<file path="config.mk">
export PLATFORM = sky130hd
export DESIGN_NAME = span_access_seq
export DESIGN_NICKNAME = d
export VERILOG_FILES = /design/src/rtl/span_seq_pkg.sv /design/src/rtl/span_evt_ctr.sv /design/src/rtl/span_walker.sv /design/src/rtl/span_stats.sv /design/src/rtl/span_access_seq.sv
export SDC_FILE = /design/constraint.sdc
export NUM_CORES = 1
export LEC_CHECK = 0
export ABC_AREA = 1
export BUFFER_PORTS_ARGS = -buffer_cell sky130_fd_sc_hd__buf_4
export CORE_AREA = 2 2 218 328
export DETAILED_ROUTE_END_ITERATION = 10
export DIE_AREA = 0 0 220 330
export PLACE_DENSITY = 0.63
export SKIP_LAST_GASP = 1
export SYNTH_ARGS = -nofsm -noshare
export SYNTH_HDL_FRONTEND = slang
export SYNTH_HIERARCHICAL = 1
export SYNTH_SLANG_ARGS = --single-unit
</file>
<file path="constraint.sdc">
create_clock -name clk -period 5.1 [get_ports clk]
set_clock_uncertainty 0.05 [all_clocks]
set_input_delay 0 -clock clk [delete_from_list [all_inputs] [get_ports clk]]
set_output_delay 0 -clock clk [all_outputs]
set_load 0.01 [all_outputs]
</file>
<file path="src/rtl/span_seq_pkg.sv">
package span_seq_pkg;

  typedef enum logic {
    WALK_IDLE = 1'b0,
    WALK_BUSY = 1'b1
  } walk_state_e;

  // Outcome slot = {store, all_hit}: 0 load miss, 1 load hit, 2 store miss, 3 store hit
  localparam int unsigned OUTCOME_SLOTS = 4;

  typedef logic [1:0] outcome_idx_t;

endpackage

</file>
<file path="src/rtl/span_evt_ctr.sv">
module span_evt_ctr #(
  parameter int unsigned W = 32
) (
  input  logic         clk,
  input  logic         rst,
  input  logic         clr,
  input  logic         inc,
  output logic [W-1:0] q
);

  // Clear and increment in one cycle: clear first, then count.
  always_ff @(posedge clk) begin
    if (rst)      q <= '0;
    else if (clr) q <= inc ? W'(1) : '0;
    else if (inc) q <= q + W'(1);
  end

endmodule

</file>
<file path="src/rtl/span_walker.sv">
module span_walker
  import span_seq_pkg::*;
#(
  parameter int unsigned ADDR_W     = 32,
  parameter int unsigned SIZE_W     = 16,
  parameter int unsigned ASID_W     = 8,
  parameter int unsigned LINE_BYTES = 64,
  parameter int unsigned MAX_LINES  = 8,
  localparam int unsigned OFF_W     = $clog2(LINE_BYTES),
  localparam int unsigned LCNT_W    = $clog2(MAX_LINES + 1),
  localparam int unsigned XA_W      = ADDR_W + 1
) (
  input  logic                 clk,
  input  logic                 rst,
  input  logic                 req_valid,
  output logic                 req_ready,
  input  logic [ADDR_W-1:0]    req_addr,
  input  logic [SIZE_W-1:0]    req_size,
  input  logic                 req_store,
  input  logic [ASID_W-1:0]    req_asid,
  output logic                 lk_valid,
  output logic [ADDR_W-1:0]    lk_addr,
  output logic                 lk_write,
  output logic [ASID_W-1:0]    lk_asid,
  input  logic                 lk_hit,
  output logic                 done,
  output logic                 res_all_hit,
  output logic [LCNT_W-1:0]    res_lines,
  output logic [MAX_LINES-1:0] res_hit_vec,
  output logic                 res_trunc,
  output logic                 fin,
  output logic                 fin_store,
  output logic                 fin_hit
);

  walk_state_e          state_q;
  logic [XA_W-1:0]      cur_q;
  logic [XA_W-1:0]      end_q;
  logic                 store_q;
  logic [ASID_W-1:0]    asid_q;
  logic [LCNT_W-1:0]    cnt_q;
  logic [MAX_LINES-1:0] vec_q;
  logic                 all_q;
  logic                 lkv_q;

  logic [XA_W-1:0]      line_base;
  logic [XA_W-1:0]      nxt_addr;
  logic                 more;
  logic                 at_cap;
  logic                 last;
  logic [MAX_LINES-1:0] vec_upd;

  // Extended width keeps the end-of-span compare exact at the top of the space.
  always_comb begin
    line_base = {cur_q[XA_W-1:OFF_W], {OFF_W{1'b0}}};
    nxt_addr  = line_base + XA_W'(LINE_BYTES);
    more      = nxt_addr < end_q;
    at_cap    = (cnt_q == LCNT_W'(MAX_LINES - 1));
    last      = lkv_q && (!more || at_cap);
    vec_upd   = vec_q | (MAX_LINES'(lk_hit) << cnt_q);
  end

  assign req_ready = (state_q == WALK_IDLE);
  assign lk_valid  = lkv_q;
  assign lk_addr   = cur_q[ADDR_W-1:0];
  assign lk_write  = store_q;
  assign lk_asid   = asid_q;
  assign fin       = last;
  assign fin_store = store_q;
  assign fin_hit   = all_q & lk_hit;

  always_ff @(posedge clk) begin
    if (rst) begin
      state_q     <= WALK_IDLE;
      cur_q       <= '0;
      end_q       <= '0;
      store_q     <= 1'b0;
      asid_q      <= '0;
      cnt_q       <= '0;
      vec_q       <= '0;
      all_q       <= 1'b1;
      lkv_q       <= 1'b0;
      done        <= 1'b0;
      res_all_hit <= 1'b0;
      res_lines   <= '0;
      res_hit_vec <= '0;
      res_trunc   <= 1'b0;
    end else begin
      done <= 1'b0;
      unique case (state_q)
        WALK_IDLE: begin
          if (req_valid) begin
            cur_q   <= {1'b0, req_addr};
            end_q   <= {1'b0, req_addr} + XA_W'(req_size);
            store_q <= req_store;
            asid_q  <= req_asid;
            cnt_q   <= '0;
            vec_q   <= '0;
            all_q   <= 1'b1;
            lkv_q   <= 1'b1;
            state_q <= WALK_BUSY;
          end
        end
        WALK_BUSY: begin
          vec_q <= vec_upd;
          all_q <= all_q & lk_hit;
          cnt_q <= cnt_q + LCNT_W'(1);
          if (last) begin
            lkv_q       <= 1'b0;
            state_q     <= WALK_IDLE;
            done        <= 1'b1;
            res_hit_vec <= vec_upd;
            res_all_hit <= all_q & lk_hit;
            res_lines   <= cnt_q + LCNT_W'(1);
            res_trunc   <= more;
          end else begin
            cur_q <= nxt_addr;
          end
        end
        default: state_q <= WALK_IDLE;
      endcase
    end
  end

  // no new request is offered while lookups are outstanding
  p_busy_not_ready_r6: assert property (@(posedge clk) disable iff (rst)
    lk_valid |-> !req_ready);

  // completion pulse lasts one cycle
  p_done_pulse_r6: assert property (@(posedge clk) disable iff (rst)
    done |=> !done);

  // back-to-back lookups advance to the start of the following line
  p_line_step_r2: assert property (@(posedge clk) disable iff (rst)
    lkv_q && $past(lkv_q) |->
      cur_q == {$past(cur_q[XA_W-1:OFF_W]) + 1'b1, {OFF_W{1'b0}}});

  // lookup kind and identifier stay fixed within one request
  p_kind_stable_r5: assert property (@(posedge clk) disable iff (rst)
    lk_valid && $past(lk_valid) |-> $stable(lk_write) && $stable(lk_asid));

  // a truncated result always reports the full cap of lines
  p_trunc_cap_r11: assert property (@(posedge clk) disable iff (rst)
    done && res_trunc |-> res_lines == LCNT_W'(MAX_LINES));

  // hit bits beyond the reported line count are clear
  p_vec_tail_r4: assert property (@(posedge clk) disable iff (rst)
    done |-> (res_hit_vec >> res_lines) == '0);

endmodule

</file>
<file path="src/rtl/span_stats.sv">
module span_stats
  import span_seq_pkg::*;
#(
  parameter int unsigned CNT_W = 32
) (
  input  logic             clk,
  input  logic             rst,
  input  logic             fin,
  input  logic             fin_store,
  input  logic             fin_hit,
  input  logic             cmd_flush,
  input  logic             cmd_stats_clr,
  output logic [CNT_W-1:0] cnt_ld_hit,
  output logic [CNT_W-1:0] cnt_ld_miss,
  output logic [CNT_W-1:0] cnt_st_hit,
  output logic [CNT_W-1:0] cnt_st_miss,
  output logic [CNT_W-1:0] cnt_ld_acc,
  output logic [CNT_W-1:0] cnt_st_acc,
  output logic [CNT_W-1:0] cnt_tot_hit,
  output logic [CNT_W-1:0] cnt_tot_miss,
  output logic [CNT_W-1:0] cnt_tot_acc,
  output logic [CNT_W-1:0] cnt_flush,
  output logic [CNT_W-1:0] cnt_clear
);

  outcome_idx_t   slot;
  logic [CNT_W-1:0] slot_q [OUTCOME_SLOTS];

  assign slot = {fin_store, fin_hit};

  for (genvar g = 0; g < OUTCOME_SLOTS; g++) begin : g_outcome
    span_evt_ctr #(.W(CNT_W)) u_ctr (
      .clk (clk),
      .rst (rst),
      .clr (cmd_stats_clr),
      .inc (fin && (slot == outcome_idx_t'(g))),
      .q   (slot_q[g])
    );
  end

  span_evt_ctr #(.W(CNT_W)) u_flush_ctr (
    .clk (clk),
    .rst (rst),
    .clr (1'b0),
    .inc (cmd_flush),
    .q   (cnt_flush)
  );

  span_evt_ctr #(.W(CNT_W)) u_clear_ctr (
    .clk (clk),
    .rst (rst),
    .clr (1'b0),
    .inc (cmd_stats_clr),
    .q   (cnt_clear)
  );

  assign cnt_ld_miss  = slot_q[0];
  assign cnt_ld_hit   = slot_q[1];
  assign cnt_st_miss  = slot_q[2];
  assign cnt_st_hit   = slot_q[3];
  assign cnt_ld_acc   = cnt_ld_hit + cnt_ld_miss;
  assign cnt_st_acc   = cnt_st_hit + cnt_st_miss;
  assign cnt_tot_hit  = cnt_ld_hit + cnt_st_hit;
  assign cnt_tot_miss = cnt_ld_miss + cnt_st_miss;
  assign cnt_tot_acc  = cnt_ld_acc + cnt_st_acc;

  // a completion without a clear adds exactly one event in total
  p_one_event_r7: assert property (@(posedge clk) disable iff (rst)
    fin && !cmd_stats_clr |=> cnt_tot_acc == $past(cnt_tot_acc) + CNT_W'(1));

  // without completion or clear the outcome counters hold
  p_hold_r7: assert property (@(posedge clk) disable iff (rst)
    !fin && !cmd_stats_clr |=> $stable(cnt_tot_acc));

  // a clear alone empties every outcome counter
  p_clear_zero_r9: assert property (@(posedge clk) disable iff (rst)
    cmd_stats_clr && !fin |=> cnt_tot_acc == '0);

  // clear with completion leaves exactly one event
  p_clear_finish_r10: assert property (@(posedge clk) disable iff (rst)
    cmd_stats_clr && fin |=> cnt_tot_acc == CNT_W'(1));

  // each flush command is counted once
  p_flush_count_r9: assert property (@(posedge clk) disable iff (rst)
    cmd_flush |=> cnt_flush == $past(cnt_flush) + CNT_W'(1));

endmodule

</file>
<file path="src/rtl/span_access_seq.sv">
module span_access_seq
  import span_seq_pkg::*;
#(
  parameter int unsigned ADDR_W     = 32,
  parameter int unsigned SIZE_W     = 16,
  parameter int unsigned ASID_W     = 8,
  parameter int unsigned LINE_BYTES = 64,
  parameter int unsigned MAX_LINES  = 8,
  parameter int unsigned CNT_W      = 32,
  localparam int unsigned LCNT_W    = $clog2(MAX_LINES + 1)
) (
  input  logic                 clk,
  input  logic                 rst,
  input  logic                 req_valid,
  output logic                 req_ready,
  input  logic [ADDR_W-1:0]    req_addr,
  input  logic [SIZE_W-1:0]    req_size,
  input  logic                 req_store,
  input  logic [ASID_W-1:0]    req_asid,
  output logic                 lk_valid,
  output logic [ADDR_W-1:0]    lk_addr,
  output logic                 lk_write,
  output logic [ASID_W-1:0]    lk_asid,
  input  logic                 lk_hit,
  output logic                 done,
  output logic                 res_all_hit,
  output logic [LCNT_W-1:0]    res_lines,
  output logic [MAX_LINES-1:0] res_hit_vec,
  output logic                 res_trunc,
  input  logic                 cmd_flush,
  input  logic                 cmd_stats_clr,
  output logic [CNT_W-1:0]     cnt_ld_hit,
  output logic [CNT_W-1:0]     cnt_ld_miss,
  output logic [CNT_W-1:0]     cnt_st_hit,
  output logic [CNT_W-1:0]     cnt_st_miss,
  output logic [CNT_W-1:0]     cnt_ld_acc,
  output logic [CNT_W-1:0]     cnt_st_acc,
  output logic [CNT_W-1:0]     cnt_tot_hit,
  output logic [CNT_W-1:0]     cnt_tot_miss,
  output logic [CNT_W-1:0]     cnt_tot_acc,
  output logic [CNT_W-1:0]     cnt_flush,
  output logic [CNT_W-1:0]     cnt_clear
);

  logic fin;
  logic fin_store;
  logic fin_hit;

  span_walker #(
    .ADDR_W     (ADDR_W),
    .SIZE_W     (SIZE_W),
    .ASID_W     (ASID_W),
    .LINE_BYTES (LINE_BYTES),
    .MAX_LINES  (MAX_LINES)
  ) u_walker (
    .clk         (clk),
    .rst         (rst),
    .req_valid   (req_valid),
    .req_ready   (req_ready),
    .req_addr    (req_addr),
    .req_size    (req_size),
    .req_store   (req_store),
    .req_asid    (req_asid),
    .lk_valid    (lk_valid),
    .lk_addr     (lk_addr),
    .lk_write    (lk_write),
    .lk_asid     (lk_asid),
    .lk_hit      (lk_hit),
    .done        (done),
    .res_all_hit (res_all_hit),
    .res_lines   (res_lines),
    .res_hit_vec (res_hit_vec),
    .res_trunc   (res_trunc),
    .fin         (fin),
    .fin_store   (fin_store),
    .fin_hit     (fin_hit)
  );

  span_stats #(.CNT_W(CNT_W)) u_stats (
    .clk           (clk),
    .rst           (rst),
    .fin           (fin),
    .fin_store     (fin_store),
    .fin_hit       (fin_hit),
    .cmd_flush     (cmd_flush),
    .cmd_stats_clr (cmd_stats_clr),
    .cnt_ld_hit    (cnt_ld_hit),
    .cnt_ld_miss   (cnt_ld_miss),
    .cnt_st_hit    (cnt_st_hit),
    .cnt_st_miss   (cnt_st_miss),
    .cnt_ld_acc    (cnt_ld_acc),
    .cnt_st_acc    (cnt_st_acc),
    .cnt_tot_hit   (cnt_tot_hit),
    .cnt_tot_miss  (cnt_tot_miss),
    .cnt_tot_acc   (cnt_tot_acc),
    .cnt_flush     (cnt_flush),
    .cnt_clear     (cnt_clear)
  );

  // the counters and the sequencer leave reset together, so an idle
  // sequencer never shows a completion pulse
  p_idle_quiet_r1: assert property (@(posedge clk) disable iff (rst)
    $past(rst) |-> req_ready && !lk_valid && !done);

endmodule

</file>
**Yosys cells after proc, flatten, opt, wreduce, memory -nomap -nowiden**

Cells that the tools add are included.

- Bits in registers: 297
- Word-level logic and storage cells: 90

- $add $sub $neg: 14
- $lt $le $gt $ge: 1
- Equality and inequality tests: 7
- Shifts and indexed selects: 1
- Mux-type cells: 27
- Bitwise operators: 3
- Reduce and logical (&&, ||, !) cells: 17

Operator list:

| operator | number |
|---|---|
| 32-bit two-way mux | 8 |
| 32-bit by 1-bit adder with 32-bit output, second input constant | 6 |
| 32-bit adder | 5 |
| 33-bit two-way mux | 2 |
| 33-bit case mux with 2 select lines | 1 |
| 32-bit by 16-bit adder with 33-bit output | 1 |
| 33-bit by 7-bit adder with 33-bit output, second input constant | 1 |
| 33-bit less-than comparator | 1 |
| 8-bit case mux with 2 select lines | 1 |
| 1-bit two-way mux | 9 |
| 8-bit two-way mux | 1 |
| 8-bit OR | 1 |
| 4-bit case mux with 2 select lines | 1 |
| 2-bit AND reduction | 4 |
| 2-bit nonzero test | 4 |
| 1-bit by 4-bit << shifter with 8-bit output | 1 |
| 1-bit case mux with 2 select lines | 3 |
| 1-bit logical AND | 5 |
| 4-bit by 1-bit adder with 4-bit output, second input constant | 1 |
| 2-bit equality test, second input constant | 2 |
| 4-bit by 3-bit equality test with 1-bit output, second input constant | 1 |
| 4-bit two-way mux | 1 |
| 2-bit != test, second input constant | 2 |
| 2-bit by 1-bit equality test with 1-bit output, second input constant | 1 |
| other kinds (7) | 7 |

**Logic depth before layout (Yosys ltp)**

- Word-level depth: 8
- Mapped depth: 30

**Cells and area by module**

The synthesis kept the hierarchy.

By module, submodules not included:

| module | times used | cells an instance | area each (um^2) | seq. area each (um^2) |
|---|---|---|---|---|
| span_stats | 1 | 1755 | 9708.1 | 0.0 |
| span_evt_ctr at u_stats.g_outcome[0].u_ctr ... | 5 | 276 | 1754.2 | 640.6 |
| span_walker | 1 | 1166 | 7420.9 | 2102.0 |
| span_evt_ctr at u_stats.u_flush_ctr | 1 | 275 | 1824.2 | 640.6 |

**Least setup slack after synthesis**

No wires, ideal clock.

- Kind: register to output
- From: register u_stats.g_outcome[0].u_ctr.q[0]
- To: output cnt_tot_acc[31]
- Arrival: 3649 ps
- Data required time: 5050 ps
- Setup slack: 1401 ps
- Cell stages (with the launch flop): 27
- Buffers on the path: 0
- Cell sequence: dfxtp_1 ha_1 inv_1 fa_1 inv_1 nand3_1 nand3_2 nand3_1 nand2_1 nand2_1 nand3_1 nand3_1 nand2_1 nand3_1 nand2_1 nand3_1 nand2_1 xor2_1 ha_1 inv_1 nor3_1 inv_1 nor3_1 nand3_1 nand3_1 nand2_1 nand2_1

- Word-level cells in the longest chain between the ends: 2

Ends and longest elaborated chain:

| what | line | RTL |
|---|---|---|
| start, declared | span_evt_ctr.sv:8 | `output logic [W-1:0] q` |
| start signal, assigned | span_evt_ctr.sv:14 | `else if (clr) q <= inc ? W'(1) : '0;` |
| start signal, assigned | span_evt_ctr.sv:15 | `else if (inc) q <= q + W'(1);` |
| 32-bit adder | span_stats.sv:61 | `assign cnt_ld_acc = cnt_ld_hit + cnt_ld_miss;` |
| via cnt_ld_acc[30] | span_access_seq.sv:36 | `output logic [CNT_W-1:0] cnt_ld_acc,` |
| 32-bit adder | span_stats.sv:65 | `assign cnt_tot_acc = cnt_ld_acc + cnt_st_acc;` |
| end, declared | span_access_seq.sv:40 | `output logic [CNT_W-1:0] cnt_tot_acc,` |

The timed path passes the listed nets, and every way through them passes these cells.

**Final worst setup path**

- From: register u_stats.g_outcome[1].u_ctr.q[0]
- To: output cnt_tot_acc[31]

- Word-level cells in the longest chain between the ends: 2

Ends and longest elaborated chain:

| what | line |
|---|---|
| start, declared | span_evt_ctr.sv:8 |
| start signal, assigned | span_evt_ctr.sv:14 |
| start signal, assigned | span_evt_ctr.sv:15 |
| 32-bit adder | span_stats.sv:61 |
| 32-bit adder | span_stats.sv:65 |

Every way passes these cells.

==> run metrics <==
outcome complete, no violations; switching share of power 0.288; Worst-path clk slew 0.06 ns; Seq pwr share 0.408; WL final approximately 120 mm; CTS Buf Count 35; worst-path fanout max 5; clock sink count 297; grt ovf 0; io pins between 400 and 500; Synth Warn # 6; CP required 5.05 ns; worst hold slack 0.162 ns; critical path class reg2out; post-synthesis sequential area ratio 0.214; number of setup buffers added after CTS 0; Initial Util 0.398; FILL cells ~7400; I/O Buffers 472; Slew HR 0.204; VDD IR max 256 uV; die area approximately 0.073 mm^2; final hold viol count 0; ANT nets after route 0; Post-synth EDFFs 0; worst setup path end cnt_tot_acc[31]; Clk pwr share 0.459; vias per inst 5.22; Remaining DRCs 0; CP most frequent cell nand3_1; area grow syn2layout 24.2%; initial antenna violation count 1; maximum clock rate about 210 MHz; launch point of the worst path u_stats/g_outcome[1].u_ctr/q[0]; WP buf/inv 5; core area ~0.070 mm^2; most common flop cell mapped by yosys dfxtp_1; #FFs+latches synth 297; Max-Cap Viols 0; # rows 119; clk root buf clkbuf_16; Critical R2R Launch u_walker/cur_q[6]; Power Total 0.00598 W; area of the multi-input gates 0.0188 mm^2; CP Capture Type output pin; WP data arrival ~4.7 ns; commonest non-fill, non-tap cells in the layout nand2_1 (1267), inv_1 (649), nor2_1 (575); reg2reg path depth 27; first-pass detailed-route iteration total 6; Register Area 0.00595 mm^2; DPL Wire Length 102 mm; largest net degree at the start of global routing 51; Gate Count Post-Synth 4576; # diodes 0; vias in the first global route 30300; logic gate share of total power 0.133; commonest non-fill, non-tap cell in the layout nand2_1; Hold Path Class in2reg; Clock Tree Buf Depth 3; Yosys cell types between 60 and 70; Die Y 330 um; worst-skew pair later-pin latency roughly 0.58 ns; CP delay by family, top simple AND/OR/NAND/NOR gates; Inst Count DP 5961; first-pass GRT wire length 182 mm; Pwr Density 174 mW/mm^2; drt wl/cell 20.4 um; CP peak stage delay 0.41 ns; fin crit period 4.79 ns; CTS tree done; P_sw 0.00172 W; Final Util 0.494; GR Util All Layers 0.334; Startpoint Class flop; share of layout cells above drive strength 1 0.163; final std cells w/o fill 6093; RSZ-0062 raised after global routing yes; vias 31800; Least-Margin Pin Slew ~1.2 ns; slowest CP cell fa_1; Iteration-0 DRC Markers 2257; Pint 0.00426 W; reg-to-reg slack, setup 0.64 ns; H-tree depth 2; Final Cycle Share 0.940; Syn Area/Cell 6.06 um^2; Final Setup Violations 0; worst reg2reg endpoint u_stats/g_outcome[1].u_ctr/q[22]; Levels on crit path 27; Mapped Area 0.0277 mm^2; Lkg Pwr 17.3 nW; Die W 220 um; ys async rst share 0; Final GP Congestion 1.05; Layout Nets 5435; Max Slew Vio Count 0
## registers in the layout, indices dropped and copies added (netlist names), 4 cells and up
signal                     cells
u_stats/g_outcome.u_ctr/q    128
u_walker/cur_q                33
u_walker/end_q                33
u_stats/u_clear_ctr/q         32
u_stats/u_flush_ctr/q         32
u_walker/lk_asid               8
u_walker/res_hit_vec           8
u_walker/vec_q                 8
u_walker/cnt_q                 4
u_walker/res_lines             4
## worst min path at each step
stage | startpoint | to | slack (ns) | cells past startpoint
after global placement | req_asid[0] | u_walker/lk_asid[0] | 0.17 | 3
after detailed placement | req_asid[7] | u_walker/lk_asid[7] | 0.18 | 3
after CTS | req_asid[7] | u_walker/lk_asid[7] | 0.09 | 4
after floorplan | rst | u_stats/g_outcome[0].u_ctr/q[0] | 0.02 | 1
final | req_asid[0] | u_walker/lk_asid[0] | 0.16 | 4
after global routing | req_asid[0] | u_walker/lk_asid[0] | 0.15 | 4
## synth_stat cells, drive strengths merged (2+ instances only)
cell type / number / area share
nand2: 1331 / 0.19
nor2: 676 / 0.11
inv: 661 / 0.089
a21oi: 389 / 0.070
nand3: 308 / 0.061
dfxtp: 297 / 0.21
ha: 205 / 0.093
o21ai: 184 / 0.034
xor2: 98 / 0.032
nor3: 62 / 0.012
buf: 57 / 0.014
nand4: 55 / 0.012
xnor2: 51 / 0.016
a31oi: 26 / 0.0059
clkbuf: 25 / 0.0059
and2: 24 / 0.0054
a21o: 19 / 0.0051
o21a: 15 / 0.0041
a21boi: 14 / 0.0038
or2: 11 / 0.0025
nor3b: 8 / 0.0022
nand3b: 7 / 0.0023
o21bai: 7 / 0.0019
a22oi: 6 / 0.0016
a2bb2oi: 6 / 0.0019
fa: 6 / 0.0043
mux2i: 5 / 0.0018
a221oi: 3 / 0.00095
o31ai: 3 / 0.00099
a2111oi: 2 / 0.00063
a31o: 2 / 0.00063
and3: 2 / 0.00063
clkinv: 2 / 0.00027
nor4: 2 / 0.00045
o211ai: 2 / 0.00054
o221a: 2 / 0.00081
## power by group through the flow
stage,logic [W],clock network [W],registers [W]
floorplan,0.000504,0,0.00247
global placement,0.000735,0,0.00249
detailed placement,0.000739,0,0.00249
CTS,0.000786,0.00281,0.00244
global route,0.000881,0.00288,0.00244
finish,0.000794,0.00275,0.00244
## cells by family after synthesis
kind of cell	share of synthesized area
AO/OA/AOI/OAI	0.133
adder cells (fa/ha/maj)	0.0969
buffers and inverters	0.111
multiplexers	0.00181
flip-flops	0.214
other	0.000135
AND/OR/NAND/NOR	0.395
XOR/XNOR	0.0476
## metal layers
metal  vias up  wire length [um]  track usage
met5         -                 0            0
met4         0             11600        0.269
met3       351              9410       0.0687
met2      1214             59600        0.582
met1     14400             43900        0.346
li1      15800                 -            -
## cell type report
| type | count | share of cell area |
|---|---|---|
| Multi-Input combinational cell | 3538 | 0.545 |
| Inverter | 663 | 0.0723 |
| Timing Repair Buffer | 626 | 0.142 |
| Sequential cell | 297 | 0.173 |
| Tap cell | 907 | 0.0330 |
| Clock inverter | 18 | 0.00741 |
| Clock buffer | 44 | 0.0282 |
## worst reg2reg max path: cells and delay by family (launching register included)
kind	cells	cell delay, ns
XOR/XNOR	1	0.17
AND/OR/NAND/NOR	22	2.87
adder cells (fa/ha/maj)	2	0.62
buffers and inverters	2	0.13
flip-flops	1	0.51
## stage by stage
stage / setup TNS (ns) / area, um^2 / worst slack, ns
after floorplan: 0 / 27700 / 1.40
after global placement: 0 / 32500 / 0.781
after detailed placement: 0 / 32500 / 0.686
after CTS: 0 / 34400 / 0.0323
after global routing: -0.0807 / 34400 / -0.0637
final: 0 / 34400 / 0.307
## repair_timing
item	4_1_cts	5_1_grt
hold endpoints to repair	111	0
endpoints found under the setup margin	0	8
hold buffers	70	0
gates resized for setup	0	8
Note: power is estimated with default switching activity, not from simulation.
